$ cat src/rtl/rbd_pkg.sv
package rbd_pkg;

    typedef logic [6:0] seg_t;

    localparam seg_t SEG_OFF = 7'b1111111;

    function automatic seg_t bcd_to_seg(input logic [3:0] code);
        seg_t pat;
        case (code)
            4'd0:    pat = 7'b0000001;
            4'd1:    pat = 7'b1001111;
            4'd2:    pat = 7'b0010010;
            4'd3:    pat = 7'b0000110;
            4'd4:    pat = 7'b1001100;
            4'd5:    pat = 7'b0100100;
            4'd6:    pat = 7'b0100000;
            4'd7:    pat = 7'b0001111;
            4'd8:    pat = 7'b0000000;
            4'd9:    pat = 7'b0000100;
            default: pat = SEG_OFF;
        endcase
        return pat;
    endfunction

endpackage

$ cat src/rtl/rbd_digit_slice.sv
module rbd_digit_slice
    import rbd_pkg::*;
(
    input  logic [3:0] digit,
    input  logic       rbi_n,
    input  logic       keep_zero,
    output seg_t       seg,
    output logic       rbo_n
);
    logic is_zero;
    logic blank;

    always_comb begin
        is_zero = (digit == 4'd0);
        blank   = is_zero && !rbi_n && !keep_zero;
        seg     = blank ? SEG_OFF : bcd_to_seg(digit);
        rbo_n   = rbi_n || !is_zero;
    end
endmodule

$ cat src/rtl/rbd_out_stage.sv
module rbd_out_stage #(
    parameter int          W          = 8,
    parameter bit          REGISTERED = 1'b1,
    parameter logic [W-1:0] RST_VAL   = '1
) (
    input  logic         clk,
    input  logic         rst,
    input  logic [W-1:0] d,
    output logic [W-1:0] q
);
    generate
        if (REGISTERED) begin : g_reg
            always_ff @(posedge clk) begin
                if (rst) q <= RST_VAL;
                else     q <= d;
            end
        end else begin : g_pass
            assign q = d;
        end
    endgenerate
endmodule

$ cat src/rtl/rb_digit_decoder.sv
module rb_digit_decoder
    import rbd_pkg::*;
#(
    parameter int DIGITS     = 4,
    parameter bit REGISTERED = 1'b1
) (
    input  logic                  clk,
    input  logic                  rst,
    input  logic [4*DIGITS-1:0]   bcd_in,
    input  logic                  blank_in_n,
    output logic [7*DIGITS-1:0]   seg_out,
    output logic                  rbo_out_n
);
    localparam int BCD_W = 4 * DIGITS;
    localparam int SEG_W = 7 * DIGITS;
    localparam int OUT_W = SEG_W + 1;

    logic [DIGITS:0]  chain_n;
    logic [SEG_W-1:0] seg_comb;
    logic [OUT_W-1:0] stage_q;

    assign chain_n[DIGITS] = blank_in_n;

    generate
        for (genvar i = 0; i < DIGITS; i++) begin : g_digit
            seg_t slice_seg;
            rbd_digit_slice u_slice (
                .digit     (bcd_in[4*i +: 4]),
                .rbi_n     (chain_n[i+1]),
                .keep_zero ((i == 0) ? 1'b1 : 1'b0),
                .seg       (slice_seg),
                .rbo_n     (chain_n[i])
            );
            assign seg_comb[7*i +: 7] = slice_seg;
        end
    endgenerate

    rbd_out_stage #(
        .W          (OUT_W),
        .REGISTERED (REGISTERED),
        .RST_VAL    ({OUT_W{1'b1}})
    ) u_out (
        .clk (clk),
        .rst (rst),
        .d   ({chain_n[0], seg_comb}),
        .q   (stage_q)
    );

    assign seg_out   = stage_q[SEG_W-1:0];
    assign rbo_out_n = stage_q[SEG_W];

    logic unused_w;
    assign unused_w = (BCD_W == 0);
endmodule

$ cat config.mk
export PLATFORM = sky130hd
export DESIGN_NAME = rb_digit_decoder
export DESIGN_NICKNAME = d
export VERILOG_FILES = /design/src/rtl/rbd_pkg.sv /design/src/rtl/rbd_digit_slice.sv /design/src/rtl/rbd_out_stage.sv /design/src/rtl/rb_digit_decoder.sv
export SDC_FILE = /design/constraint.sdc
export NUM_CORES = 1
export LEC_CHECK = 0
export ABC_CLOCK_PERIOD_IN_PS = 2500
export BUFFER_PORTS_ARGS = -buffer_cell sky130_fd_sc_hd__buf_2
export CAP_MARGIN = 20
export CORE_MARGIN = 3
export CORE_UTILIZATION = 54
export CTS_BUF_LIST = sky130_fd_sc_hd__clkbuf_16
export CTS_CLUSTER_SIZE = 14
export DETAILED_ROUTE_END_ITERATION = 16
export PLACE_DENSITY = 0.92
export SLEW_MARGIN = 20
export SYNTH_ARGS = -nofsm -noshare
export SYNTH_HDL_FRONTEND = slang
export SYNTH_SLANG_ARGS = --single-unit
$ cat constraint.sdc
create_clock -name clk -period 2.5 [get_ports clk]
set_input_delay 0.125 -clock clk [delete_from_list [all_inputs] [get_ports clk]]
set_output_delay 0.125 -clock clk [all_outputs]
set_load 0.005 [all_outputs]
# Yosys cells after proc, flatten, opt, wreduce, memory -nomap -nowiden
# Memories as Yosys holds them, arrays and structs flattened. A register that Yosys moved wholly into a read port is not among the register bits.
# Index checks and enable logic that the tools add are counted.
# classes
reduce_logical	21
# ops
operator	n
4-bit logical NOT	4
1-bit logical NOT	7
2-bit OR reduction	3
1-bit logical OR	4
1-bit logical AND	3
# totals
reg_bits	8
romBits	448
input_bits	19
output_inout_bits	29
wordCells	26
n_memories	4
# mem_list
memory	depth	width	read_ports	rd_ports_with_merged_regs	wr	line_no	source
(no name shown)	16	7	1	1	0	rbd_pkg.sv:9	case (code)
(no name shown)	16	7	1	1	0	rbd_pkg.sv:9	
(no name shown)	16	7	1	1	0	rbd_pkg.sv:9	
(no name shown)	16	7	1	1	0	rbd_pkg.sv:9	

# Longest topological paths before layout
# Gate-level depths: netlist (run 1).
# depth
word_depth	7
depth_mapped	5
ltp_nobuf	5

# Modules after synthesis
# From an unflattened synthesis (run 1), not the netlist that was laid out.
# hier_totals
hier_cells	195
hier_area_um2	1656.6
# by_module_without_submodules
mod	instances	cells_per_inst	area_per_inst_um2
rbd_digit_slice	4	33	215.2
rbd_out_stage	1	61	788.3
rb_digit_decoder	1	2	7.5

# Worst setup path after synthesis (run 1)
# OpenSTA, ideal clock, no wires.
# synth_path
path_kind	input-to-reg
startpoint	input bcd_in[12]
endpoint	register u_out.q[28]
setup_time_ns	0.134
arrival_time_ns	1.391
t_required_ns	2.366
slack_ns	0.974
path_stages	5
path_buffers	0
path_cell_list	inv_1 -> ha_1 -> nor4b_4 -> nand4_4 -> or4_1
# synth_between
elab_chain_len	6
# synth_lines
item	line_no	source
from (decl)	rb_digit_decoder.sv:9	input logic [4*DIGITS-1:0] bcd_in,
4-bit logical NOT	rbd_digit_slice.sv:14	is_zero = (digit == 4'd0);
1-bit logical NOT	rbd_digit_slice.sv:17	rbo_n = rbi_n || !is_zero;
1-bit logical OR (4 in a row)	rbd_digit_slice.sv:17	
to (signal assigned)	rbd_out_stage.sv:14	if (rst) q <= RST_VAL;
to (signal assigned)	rbd_out_stage.sv:15	else q <= d;
to (decl)	rbd_out_stage.sv:9	output logic [W-1:0] q
# Every way passes these cells.
# A chain may end at the register's enable or synchronous reset.

# Final worst setup path (run 1)
# Same ends and word-level chain as after synthesis.

==> out/metrics.yaml, run 1 <==
pwr:
  p_per_area_mw_per_mm2: 644
  p_leak_nw: 0.886
  ir_worst_vdd_v: 0.000929
timing:
  tightestPinTransition_ns: 0.515
  slew_headroom_pct: 65.5
  setup_repair_after_global_routing_missed_its_margin: "false"
  final-setup-viol-count: 0
  timing_hold_violations_final: 0
  timing.final.crit_share_pct: 64.0
  max_freq_mhz: 625
  final_max_slew_viol_count: 0
  layout_min_cycle_time_ns: 1.60
  tns_ns: 0
status:
  status: "completed"
layout:
  largest_register: "u_out.q"
  post_route_cells_drive_above_1_share_pct: 28.2
  layout.filler_cells: 200
  reg.largest.list: "u_out.q x29"
  largest_register_ffs: 29
  diodes: 0
  post-route-util_pct: 73.6
  finish.net_count: 251
  area_delta_synth_final_pct: 25.2
clocking:
  post_cts_hold_buffer_count: 0
  postCtsSetupBuffers: 0
  root_buffer: "sky130_fd_sc_hd__clkbuf_16"
  clock_buffer_count_from_cts: 5
  clock_tree_from_tritoncts: "yes"
  cts_resized: 0
  clockBufferDepth: 2
  h-tree-depth: 2
  path_clk_slew_ns: 0.05
  clock_sinks: 29
die:
  initial_util_pct: 58.8
  placement_row_count: 18
  fp.dieH_um: 58.9
  die_area_mm2: 0.00346
  die_width_um: 58.9
  core_region_area_mm2: 0.00257
  io_pins: 48
yosys:
  syn-num-nets: 205
  ys_seq_elements: 29
  yosys-top-cells-count: "sky130_fd_sc_hd__dfxtp_1, sky130_fd_sc_hd__ha_1, sky130_fd_sc_hd__nor2_1, sky130_fd_sc_hd__inv_1, sky130_fd_sc_hd__a21oi_1"
  yosysTopAreaCellShare_pct: 38.5
  synth.lib_cells_used.distinct: 29
  synth_async_sr_flop_share_pct: 0
  dominant_cell_by_count_in_the_synthesized_netlist: "sky130_fd_sc_hd__dfxtp_1"
  dominantRegCellSynth: "sky130_fd_sc_hd__dfxtp_1"
  synth_sequential_area_ratio_pct: 38.5
  synth-edff-count: 0
  synth_largest_area_cell: "sky130_fd_sc_hd__dfxtp_1"
  avgSynthCellArea_um2: 9.09
  synth-warning-count: 0
  synth_area_mm2: 0.00151
  postSynthCellCount: 166
  synth_area_leaders: "sky130_fd_sc_hd__dfxtp_1, sky130_fd_sc_hd__ha_1, sky130_fd_sc_hd__a21oi_1"
grt:
  grt-ovfl-total: 0
  via_count_of_the_first_global_routing_pass: 1125
  grt_usage_pct: 18.9
  grt_max_degree: 17
  first_pass_grt_wire_length_mm: 4.87
  grt_antenna_before_repair: 0
worst_setup_path:
  cp.arrival_ns: 1.74
  critical_path.cell_chain: "buf_2 -> inv_1 -> ha_1 -> nor4b_4 -> nand4_4 -> or4_1"
  master_of_the_slowest_instance_on_the_critical_path: "sky130_fd_sc_hd__or4_1"
  crit_path_cell_count: 6
  worstSetupPathType: "input pin to flip-flop"
  critical_path.top_delay_family: "simple AND/OR/NAND/NOR gates"
  worst_setup_path_start_kind: "input pin"
  critical_path_peak_fanout: 8
  worst-endpoint-required_ns: 2.64
  timing.critical_path.buf_inv: 2
  critPathCaptureType: "flip-flop"
  longest_individual_stage_delay_on_the_worst_path_ns: 0.50
worst_hold_path:
  hold_class: "input pin to flip-flop"
  worstHoldPathCells: 2
run:
  maxCapViolCount: 0
detailed_routing:
  num_vias: 1271
  routed_wirelength_mm: 3.01
  drt_pre_antenna_iters: 4
  route.antenna.remaining_nets: 0
  post_drt_via_cell_ratio: 5.23
  post-route-drc-count: 0
  detail_route.iter0.violations: 39
  wire_per_inst_um: 12.4
placed_design:
  port_buffers: 47
  dp_hpwl_mm: 2.16
  rd_place_congestion: 0.838
power breakdown:
part	internal [W]	switching [W]
clock network	0.000357	0.000186
logic	0.0000754	0.0000968
registers	0.000495	0.00000623
logic make-up (layout without fill, tap and decap cells):
group	after synthesis	in the layout	synth area share (%)
muxes	5	5	3.48
buffers and inverters	21	68	5.22
and+or+nand+nor	49	49	18.9
adders and majority gates	20	20	16.6
DFF	29	29	38.5
AOI/OAI and AO/OA	42	42	17.3
worst paths after layout:
kind              startpoint                     end
setup / recovery  bcd_in[12]  u_out.q[28]$_SDFF_PP1_
hold / removal     bcd_in[2]  u_out.q[28]$_SDFF_PP1_
layout by cell type (no fill, tap or decap), types with 3 or more instances in the layout:
master                      count
sky130_fd_sc_hd__inv_1         13
sky130_fd_sc_hd__o21ai_0        9
sky130_fd_sc_hd__mux2i_1        3
sky130_fd_sc_hd__ha_1          20
sky130_fd_sc_hd__buf_2         47
sky130_fd_sc_hd__o21bai_1       6
sky130_fd_sc_hd__nor3_1         3
sky130_fd_sc_hd__o211ai_1       6
sky130_fd_sc_hd__nand2_1        9
sky130_fd_sc_hd__dfxtp_1       29
sky130_fd_sc_hd__nand3_1        6
sky130_fd_sc_hd__nand2b_1       7
sky130_fd_sc_hd__nor2_1        14
sky130_fd_sc_hd__clkbuf_16      5
sky130_fd_sc_hd__a21oi_1       11
sky130_fd_sc_hd__o21a_1         3
stage by stage:
stage               total power, W  instance area [um^2]  instances  hold slack, ns  setup slack [ns]
global route               0.00127                  1890        243           0.205             0.840
floorplan                 0.000611                  1510        166           0.231             0.974
finish                     0.00122                  1890        243           0.181             0.900
detailed placement        0.000681                  1750        235           0.453             0.673
CTS                        0.00123                  1890        243           0.174             0.927
global placement          0.000677                  1750        235           0.451             0.764
routing by layer:
metal	routed length [um]	vias up	GRT usage, %
li1	-	663	-
met2	1400	33	28.7
met4	61	0	11.3
met1	1400	571	24.0
met5	0	-	0
met3	152	4	4.82
area by class of cell:
cell class | instances | area [um^2] | area share [%]
Clock buffer | 5 | 125 | 6.62
Clock inverter | 3 | 12.5 | 0.662
Inverter | 13 | 48.8 | 2.58
Multi-Input combinational cell | 116 | 850 | 45.0
Sequential cell | 29 | 581 | 30.7
Tap cell | 30 | 37.5 | 1.99
Timing Repair Buffer | 47 | 235 | 12.5
Power figures use the tool's default switching activity.
==> inputs of run 2 (changes only) <==
--- a/config.mk
+++ b/config.mk
@@ -5,15 +5,16 @@
 export SDC_FILE = /design/constraint.sdc
 export NUM_CORES = 1
 export LEC_CHECK = 0
-export ABC_CLOCK_PERIOD_IN_PS = 2500
+export ABC_AREA = 1
+export ABC_CLOCK_PERIOD_IN_PS = 1650
 export BUFFER_PORTS_ARGS = -buffer_cell sky130_fd_sc_hd__buf_2
 export CAP_MARGIN = 20
 export CORE_MARGIN = 3
-export CORE_UTILIZATION = 54
+export CORE_UTILIZATION = 50
 export CTS_BUF_LIST = sky130_fd_sc_hd__clkbuf_16
 export CTS_CLUSTER_SIZE = 14
 export DETAILED_ROUTE_END_ITERATION = 16
-export PLACE_DENSITY = 0.92
+export PLACE_DENSITY = 0.87
 export SLEW_MARGIN = 20
 export SYNTH_ARGS = -nofsm -noshare
 export SYNTH_HDL_FRONTEND = slang
==> constraint.sdc (replaced) <==
create_clock -name clk -period 1.65 [get_ports clk]
set_input_delay 0.0825 -clock clk [delete_from_list [all_inputs] [get_ports clk]]
set_output_delay 0.0825 -clock clk [all_outputs]
set_load 0.005 [all_outputs]
==> run 2 against run 1 <==
Against the previous run:
- final area grew 0.46%
- sequential share of layout area is 0.14 points lower
- total power up 51%
- non-clock buffer count did not move
- largest cell class unchanged
- via count increased by 7.4%
- first-iteration DRC count decreased by 31%
- critical endpoint is now u_out.q[13]$_SDFF_PP1_
==> out/metrics.yaml, run 2 <==
yosys:
  yosys-top-cells-count: "sky130_fd_sc_hd__nand2_1, sky130_fd_sc_hd__dfxtp_1, sky130_fd_sc_hd__ha_1, sky130_fd_sc_hd__inv_1, sky130_fd_sc_hd__nand3_1"  # was sky130_fd_sc_hd__dfxtp_1, sky130_fd_sc_hd__ha_1, sky130_fd_sc_hd__nor2_1, sky130_fd_sc_hd__inv_1, sky130_fd_sc_hd__a21oi_1
  synth_largest_area_cell: "sky130_fd_sc_hd__dfxtp_1"  # unchanged
  synth-warning-count: 0  # unchanged
  synth_async_sr_flop_share_pct: 0  # unchanged
  synth_sequential_area_ratio_pct: 38.7  # was 38.5%
  dominant_cell_by_count_in_the_synthesized_netlist: "sky130_fd_sc_hd__nand2_1"  # was sky130_fd_sc_hd__dfxtp_1
  yosysTopAreaCellShare_pct: 38.7  # was 38.5%
  postSynthCellCount: 191  # was 166
  ys_seq_elements: 29  # unchanged
  avgSynthCellArea_um2: 7.86  # was 9.09 um^2
  syn-num-nets: 230  # was 205
  synth_area_leaders: "sky130_fd_sc_hd__dfxtp_1, sky130_fd_sc_hd__ha_1, sky130_fd_sc_hd__nand2_1"  # was sky130_fd_sc_hd__dfxtp_1, sky130_fd_sc_hd__ha_1, sky130_fd_sc_hd__a21oi_1
  synth-edff-count: 0  # unchanged
  dominantRegCellSynth: "sky130_fd_sc_hd__dfxtp_1"  # unchanged
  synth_area_mm2: 0.00150  # was 0.00151 mm^2
  synth.lib_cells_used.distinct: 23  # was 29
layout:
  layout.filler_cells: 256  # was 200
  most_common_cell_after_layout_fill_and_taps_aside: "sky130_fd_sc_hd__buf_2"  # unchanged
  finish.net_count: 282  # was 251
  most-common-layout-cells: "sky130_fd_sc_hd__buf_2, sky130_fd_sc_hd__nand2_1, sky130_fd_sc_hd__dfxtp_1, sky130_fd_sc_hd__inv_1, sky130_fd_sc_hd__ha_1"  # was sky130_fd_sc_hd__buf_2, sky130_fd_sc_hd__dfxtp_1, sky130_fd_sc_hd__ha_1, sky130_fd_sc_hd__nor2_1, sky130_fd_sc_hd__inv_1
  area_delta_synth_final_pct: 26.4  # was 25.2%
  largest_register_ffs: 29  # unchanged
  fin_area_mm2: 0.00190  # was 0.00189 mm^2
  largest_register: "u_out.q"  # unchanged
  post_route_cells_drive_above_1_share_pct: 29.9  # was 28.2%
  diodes: 0  # unchanged
  reg.largest.list: "u_out.q x29"  # unchanged
placed_design:
  dp_hpwl_mm: 2.40  # was 2.16 mm
  dp_worst_setup_slack_ns: 0.497  # was 0.673 ns
  placed_area_mm2: 0.00176  # was 0.00175 mm^2
  rd_place_congestion: 0.868  # was 0.838
  port_buffers: 47  # unchanged
worst_setup_path:
  capture_point_of_the_worst_path: "u_out.q[13]$_SDFF_PP1_"  # was u_out.q[28]$_SDFF_PP1_
  worstSetupPathType: "input pin to flip-flop"  # unchanged
  master_of_the_slowest_instance_on_the_critical_path: "sky130_fd_sc_hd__ha_1"  # was sky130_fd_sc_hd__or4_1
  critical_path.top_delay_family: "simple AND/OR/NAND/NOR gates"  # unchanged
  source_of_the_critical_timing_path: "bcd_in[13]"  # was bcd_in[12]
  longest_individual_stage_delay_on_the_worst_path_ns: 0.26  # was 0.50 ns
  cp.arrival_ns: 1.08  # was 1.74 ns
  critPathCaptureType: "flip-flop"  # unchanged
  worst-endpoint-required_ns: 1.85  # was 2.64 ns
  crit_path_cell_count: 7  # was 6
  timing.critical_path.buf_inv: 2  # unchanged
  critical_path.cell_chain: "buf_2 -> inv_1 -> ha_1 -> nand2_1 -> nor2_2 -> nand3_2 -> nand3_1"  # was buf_2 -> inv_1 -> ha_1 -> nor4b_4 -> nand4_4 -> or4_1
  worst_setup_path_start_kind: "input pin"  # unchanged
  critical_path_peak_fanout: 7  # was 8
timing:
  timing.final.crit_share_pct: 53.3
  timing_hold_violations_final: 0  # unchanged
  final_max_slew_viol_count: 0  # unchanged
  final-setup-viol-count: 0  # unchanged
  tns_ns: 0  # unchanged
  postLayoutSetupSlackWorst_ns: 0.770  # was 0.900 ns
  slew_headroom_pct: 76.3  # was 65.5%
  max_freq_mhz: 1140
  tightestPinTransition_ns: 0.355  # was 0.515 ns
  setup_repair_after_global_routing_missed_its_margin: "false"  # unchanged
  layout_min_cycle_time_ns: 0.880
detailed_routing:
  post_drt_via_cell_ratio: 4.96  # was 5.23
  post-route-drc-count: 0  # unchanged
  drt_pre_antenna_iters: 4  # unchanged
  routed_wirelength_mm: 2.99  # was 3.01 mm
  route.antenna.remaining_nets: 0  # unchanged
  num_vias: 1365  # was 1,271
  detail_route.iter0.violations: 27  # was 39
  wire_per_inst_um: 10.9  # was 12.4 um
clocking:
  postCtsSetupBuffers: 0  # unchanged
  path_clk_slew_ns: 0.05  # about the same
  post_cts_hold_buffer_count: 0  # unchanged
  clock_buffer_count_from_cts: 5  # unchanged
  clock_tree_from_tritoncts: "yes"  # unchanged
  clockBufferDepth: 2  # unchanged
  h-tree-depth: 2  # unchanged
  cts_resized: 0  # unchanged
  root_buffer: "sky130_fd_sc_hd__clkbuf_16"  # unchanged
  clock_sinks: 29  # unchanged
grt:
  grt_util_met3_pct: 5.32  # was 4.82%
  first_pass_grt_wire_length_mm: 5.01  # was 4.87 mm
  met1_demand_to_capacity_share_in_global_routing_pct: 19.8  # was 24.0%
  via_count_of_the_first_global_routing_pass: 1234  # was 1,125
  grt_busiest_layer: "met2"  # unchanged
  grt_max_degree: 12  # was 17
  grt_usage_pct: 18.3  # was 18.9%
  grt_antenna_before_repair: 0  # unchanged
  grt.met2_usage_pct: 33.1  # was 28.7%
  grt-ovfl-total: 0  # unchanged
die:
  die_width_um: 60.8  # was 58.9 um
  die_area_mm2: 0.00370  # was 0.00346 mm^2
  fp.dieH_um: 60.8  # was 58.9 um
  placement_row_count: 19  # was 18
  core_region_area_mm2: 0.00281  # was 0.00257 mm^2
  io_pins: 48  # unchanged
  initial_util_pct: 53.5  # was 58.8%
pwr:
  power.clock.fraction_pct: 44.1  # was 44.7%
  power_report.internal_total_w: 0.00140  # was 0.000928 W
  share_seq_of_total_power_pct: 41.4  # was 41.2%
  power.share.combinational_pct: 14.5  # was 14.1%
  p_leak_nw: 0.957  # was 0.886 nW
  ir_worst_vdd_v: 0.000586  # was 0.000929 V
  p_per_area_mw_per_mm2: 971  # was 644 mW/mm^2
  power.net_switching_w: 0.000440  # was 0.000289 W
  post-layout-total-power_w: 0.00184  # was 0.00122 W
  power_switching_share_pct: 23.9  # was 23.8%
run:
  maxCapViolCount: 0  # unchanged
worst_hold_path:
  hold_class: "input pin to flip-flop"  # unchanged
status:
  status: "completed"  # unchanged
-- run 2: changes by cell type after synthesis, sizes merged, moves of 3 or more --
cell / previous run / this run
clkbuf: 7 / 0
inv: 13 / 24
mux2i: 3 / 0
nand2: 9 / 47
nand2b: 7 / 0
nand3: 6 / 18
nand4: 1 / 4
nor2: 14 / 17
nor4b: 3 / 0
o21a: 3 / 0
o21bai: 6 / 0
-- run 2: how the worst min path moves through the flow --
stage,from,cells after the start,to
4_1_cts,bcd_in[15],3,u_out.q[23]$_SDFF_PP1_
3_3_place_gp,bcd_in[3],2,u_out.q[0]$_SDFF_PP1_
3_5_place_dp,bcd_in[15],3,u_out.q[23]$_SDFF_PP1_
5_1_grt,rst,3,u_out.q[28]$_SDFF_PP1_
2_1_floorplan,bcd_in[3],1,u_out.q[0]$_SDFF_PP1_
6_report,bcd_in[15],3,u_out.q[23]$_SDFF_PP1_
-- run 2: final cells by class --
| type | count | area (um^2) | share of cell area [%] |
|---|---|---|---|
| clock inverters | 3 | 13.8 | 0.725 |
| well taps | 31 | 38.8 | 2.04 |
| inverters | 25 | 95.1 | 5.01 |
| repair buffers | 47 | 235 | 12.4 |
| multi-input cells | 135 | 810 | 42.6 |
| flip-flops and latches | 29 | 581 | 30.6 |
| clock buffers | 5 | 125 | 6.59 |
-- run 2: metrics by stage --
stage,hold WS (ns),cells,util (%)
2_1_floorplan,0.179,191,-
3_3_place_gp,0.350,267,62.7
3_5_place_dp,0.352,267,62.7
4_1_cts,0.0750,275,67.7
5_1_grt,0.123,275,67.7
6_report,0.0833,275,67.7
-- run 2: layer usage --
layer	vias to the layer above	routed length, um
met5	-	0
met4	0	61
met3	5	202
met2	45	1500
met1	597	1230
li1	718	-
-- run 2: cells by family after synthesis --
kind of cell | synth area share (%)
AOI/OAI and AO/OA | 8.92
and+or+nand+nor | 28.3
DFF | 38.7
buffers and inverters | 7.42
adders and majority gates | 16.7
-- run 2: power by group through the flow --
stage          clock network (W)  logic (W)  registers, W
5_1_grt                 0.000860   0.000310      0.000767
3_5_place_dp                   0   0.000265      0.000776
2_1_floorplan                  0   0.000145      0.000784
3_3_place_gp                   0   0.000258      0.000775
6_report                0.000813   0.000267      0.000763
4_1_cts                 0.000820   0.000268      0.000764
==> inputs of run 3 (changes only) <==
--- a/config.mk
+++ b/config.mk
@@ -5,16 +5,16 @@
 export SDC_FILE = /design/constraint.sdc
 export NUM_CORES = 1
 export LEC_CHECK = 0
-export ABC_AREA = 1
-export ABC_CLOCK_PERIOD_IN_PS = 1650
+export ABC_AREA = 0
+export ABC_CLOCK_PERIOD_IN_PS = 800
 export BUFFER_PORTS_ARGS = -buffer_cell sky130_fd_sc_hd__buf_2
 export CAP_MARGIN = 20
 export CORE_MARGIN = 3
-export CORE_UTILIZATION = 50
+export CORE_UTILIZATION = 45
 export CTS_BUF_LIST = sky130_fd_sc_hd__clkbuf_16
 export CTS_CLUSTER_SIZE = 14
 export DETAILED_ROUTE_END_ITERATION = 16
-export PLACE_DENSITY = 0.87
+export PLACE_DENSITY = 0.83
 export SLEW_MARGIN = 20
 export SYNTH_ARGS = -nofsm -noshare
 export SYNTH_HDL_FRONTEND = slang
==> constraint.sdc (replaced) <==
create_clock -name clk -period 0.8 [get_ports clk]
set_input_delay 0.04 -clock clk [delete_from_list [all_inputs] [get_ports clk]]
set_output_delay 0.04 -clock clk [all_outputs]
set_load 0.005 [all_outputs]
==> run 3 against run 2 <==
Against the previous run:
- the flow now finishes with violations (hold timing, setup timing)
- critical path type unchanged
- sequential power rose by 110%
- worst setup slack worse by 0.95 ns
- combinational power grew to 3.0 times the previous value
- non-clock buffer count grew 43
- die area up 10%
- critical path depth fell by 1
- clock power rose to 2.5 times the previous value
- utilization grew 9.3 points
- critical endpoint is now u_out.q[28]$_SDFF_PP1_
==> out/metrics.yaml, run 3 (same netlist as run 1, synthesis figures left out) <==
layout:
  most-common-layout-cells: "sky130_fd_sc_hd__buf_2, sky130_fd_sc_hd__buf_4, sky130_fd_sc_hd__dfxtp_1, sky130_fd_sc_hd__ha_1, sky130_fd_sc_hd__nor2_1"  # was sky130_fd_sc_hd__buf_2, sky130_fd_sc_hd__nand2_1, sky130_fd_sc_hd__dfxtp_1, sky130_fd_sc_hd__inv_1, sky130_fd_sc_hd__ha_1
  area_delta_synth_final_pct: 59.5  # was 26.4%
  fin_cells: 300  # was 275
  largest_register: "u_out.q"  # unchanged
  finish.net_count: 294  # was 282
  diodes: 0  # unchanged
  reg.largest.list: "u_out.q x29"  # unchanged
  fin_area_mm2: 0.00241  # was 0.00190 mm^2
  post_route_cells_drive_above_1_share_pct: 46.1  # was 29.9%
  most_common_cell_after_layout_fill_and_taps_aside: "sky130_fd_sc_hd__buf_2"  # unchanged
  largest_register_ffs: 29  # unchanged
detailed_routing:
  detail_route.iter0.violations: 112  # was 27
  wire_per_inst_um: 14.3  # was 10.9 um
  post_drt_via_cell_ratio: 5.21  # was 4.96
  drt_pre_antenna_iters: 4  # unchanged
  routed_wirelength_mm: 4.30  # was 2.99 mm
  num_vias: 1563  # was 1,365
  post-route-drc-count: 0  # unchanged
  route.antenna.remaining_nets: 0  # unchanged
grt:
  grt_util_met3_pct: 7.03  # was 5.32%
  grt_busiest_layer: "met2"  # unchanged
  grt_max_degree: 14  # was 12
  via_count_of_the_first_global_routing_pass: 1475  # was 1,234
  grt-ovfl-total: 0  # unchanged
  met1_demand_to_capacity_share_in_global_routing_pct: 24.0  # was 19.8%
  grt_usage_pct: 21.8  # was 18.3%
  first_pass_grt_wire_length_mm: 6.76  # was 5.01 mm
  grt_antenna_before_repair: 0  # unchanged
  grt.met2_usage_pct: 36.0  # was 33.1%
timing:
  final-setup-viol-count: 18  # was 0
  slew_headroom_pct: 78.1  # was 76.3%
  layout_min_cycle_time_ns: 0.976
  setup_repair_after_global_routing_missed_its_margin: "true"  # was false
  final_max_slew_viol_count: 0  # unchanged
  hold_slack_ns: -0.000643  # was 0.0833 ns
  max_freq_mhz: 1020
  postLayoutSetupSlackWorst_ns: -0.176  # was 0.770 ns
  timing.final.crit_share_pct: 122
  tightestPinTransition_ns: 0.326  # was 0.355 ns
  timing_hold_violations_final: 1  # was 0
die:
  placement_row_count: 20  # was 19
  die_width_um: 63.9  # was 60.8 um
  die_area_mm2: 0.00408  # was 0.00370 mm^2
  fp.dieH_um: 63.9  # was 60.8 um
  core_region_area_mm2: 0.00313  # was 0.00281 mm^2
  io_pins: 48  # unchanged
  initial_util_pct: 48.2  # was 53.5%
clocking:
  path_clk_slew_ns: 0.05  # about the same
  clock_sinks: 29  # unchanged
  h-tree-depth: 2  # unchanged
  root_buffer: "sky130_fd_sc_hd__clkbuf_16"  # unchanged
  clockBufferDepth: 2  # unchanged
  clock_tree_from_tritoncts: "yes"  # unchanged
  clock_buffer_count_from_cts: 5  # unchanged
worst_setup_path:
  critPathCaptureType: "flip-flop"  # unchanged
  critical_path_peak_fanout: 2  # was 7
  worst_setup_path_start_kind: "input pin"  # unchanged
  worstSetupPathType: "input pin to flip-flop"  # unchanged
  cp.arrival_ns: 1.13  # was 1.08 ns
  worst-endpoint-required_ns: 0.95  # was 1.85 ns
placed_design:
  dp_hpwl_mm: 2.79  # was 2.40 mm
  rd_place_congestion: 0.919  # was 0.868
  dpl.cell_count: 289  # was 267
  placed_area_mm2: 0.00213  # was 0.00176 mm^2
  port_buffers: 47  # unchanged
status:
  status: "finished, violations left"  # was completed
  violations: "hold timing, setup timing"
pwr:
  post-layout-total-power_w: 0.00442  # was 0.00184 W
  ir_worst_vdd_v: 0.00189  # was 0.000586 V
  p_per_area_mw_per_mm2: 1840  # was 971 mW/mm^2
  p_leak_nw: 1.13  # was 0.957 nW
worst_hold_path:
  worstHoldPathCells: 2  # was 3
  hold_class: "input pin to flip-flop"  # unchanged
run:
  maxCapViolCount: 0  # unchanged
==> run 3: cell count changes in the layout (fill, tap and decap cells not counted), moves of 5 or more <==
cell	before	now
sky130_fd_sc_hd__buf_4	0	41
sky130_fd_sc_hd__inv_1	21	11
sky130_fd_sc_hd__nand2_1	46	8
sky130_fd_sc_hd__nand2b_1	0	7
sky130_fd_sc_hd__nand3_1	16	5
sky130_fd_sc_hd__nor2_2	8	1
sky130_fd_sc_hd__o21ai_1	1	6
sky130_fd_sc_hd__o21bai_1	0	6
==> run 3: final cells by class <==
| class | instances | area [um^2] |
|---|---|---|
| Multi-Input combinational cell | 116 | 945 |
| Fill cell | 197 | 722 |
| Timing Repair Buffer | 90 | 591 |
| Sequential cell | 29 | 581 |
| Clock buffer | 5 | 125 |
| Inverter | 13 | 72.6 |
| Tap cell | 44 | 55.1 |
| Clock inverter | 3 | 37.5 |
==> run 3: worst paths after layout <==
check / startpoint / to / slack, ns
max: bcd_in[13] / u_out.q[28]$_SDFF_PP1_ / -0.18
min: bcd_in[2] / u_out.q[28]$_SDFF_PP1_ / -0.0006
==> run 3: per-layer routing <==
layer  part of all wire (%)  vias to the layer above  routed length, um
met1                     41                      710               1750
met5                      0                        -                  0
met3                    7.2                       18                311
met2                     48                       85               2060
met4                    4.2                        0                182
li1                       -                      750                  -
==> run 3: what timing repair did <==
item                                    4_1_cts  5_1_grt
cloned                                        0        0
endpoints found under the setup margin       22       22
hold endpoints to repair                      1        0
pin swaps                                     5        1
resized for setup                            15       11
buffers inserted                              5        1
==> run 3: critical path: stages <==
cell	delay, ns
sky130_fd_sc_hd__buf_12	0.11
sky130_fd_sc_hd__inv_16	0.05
sky130_fd_sc_hd__ha_4	0.12
sky130_fd_sc_hd__nor4b_4	0.28
sky130_fd_sc_hd__nand4_4	0.11
sky130_fd_sc_hd__or4_1	0.41
==> run 3: power by group <==
| part | internal [W] | total (W) | leakage (nW) | switching [W] |
|---|---|---|---|---|
| clock network | 0.00144 | 0.00204 | 0.0826 | 0.000602 |
| logic | 0.000408 | 0.000813 | 0.806 | 0.000406 |
| registers | 0.00155 | 0.00157 | 0.242 | 0.0000227 |
==> run 3: through the flow <==
step	util (%)	setup TNS, ns	setup WS (ns)
final	76.9	-1.20	-0.176
after global routing	76.9	-2.15	-0.210
after CTS	75.7	-0.778	-0.161
after detailed placement	68.1	-9.34	-0.650
after global placement	68.1	-8.75	-0.603
after floorplan	-	-2.70	-0.574
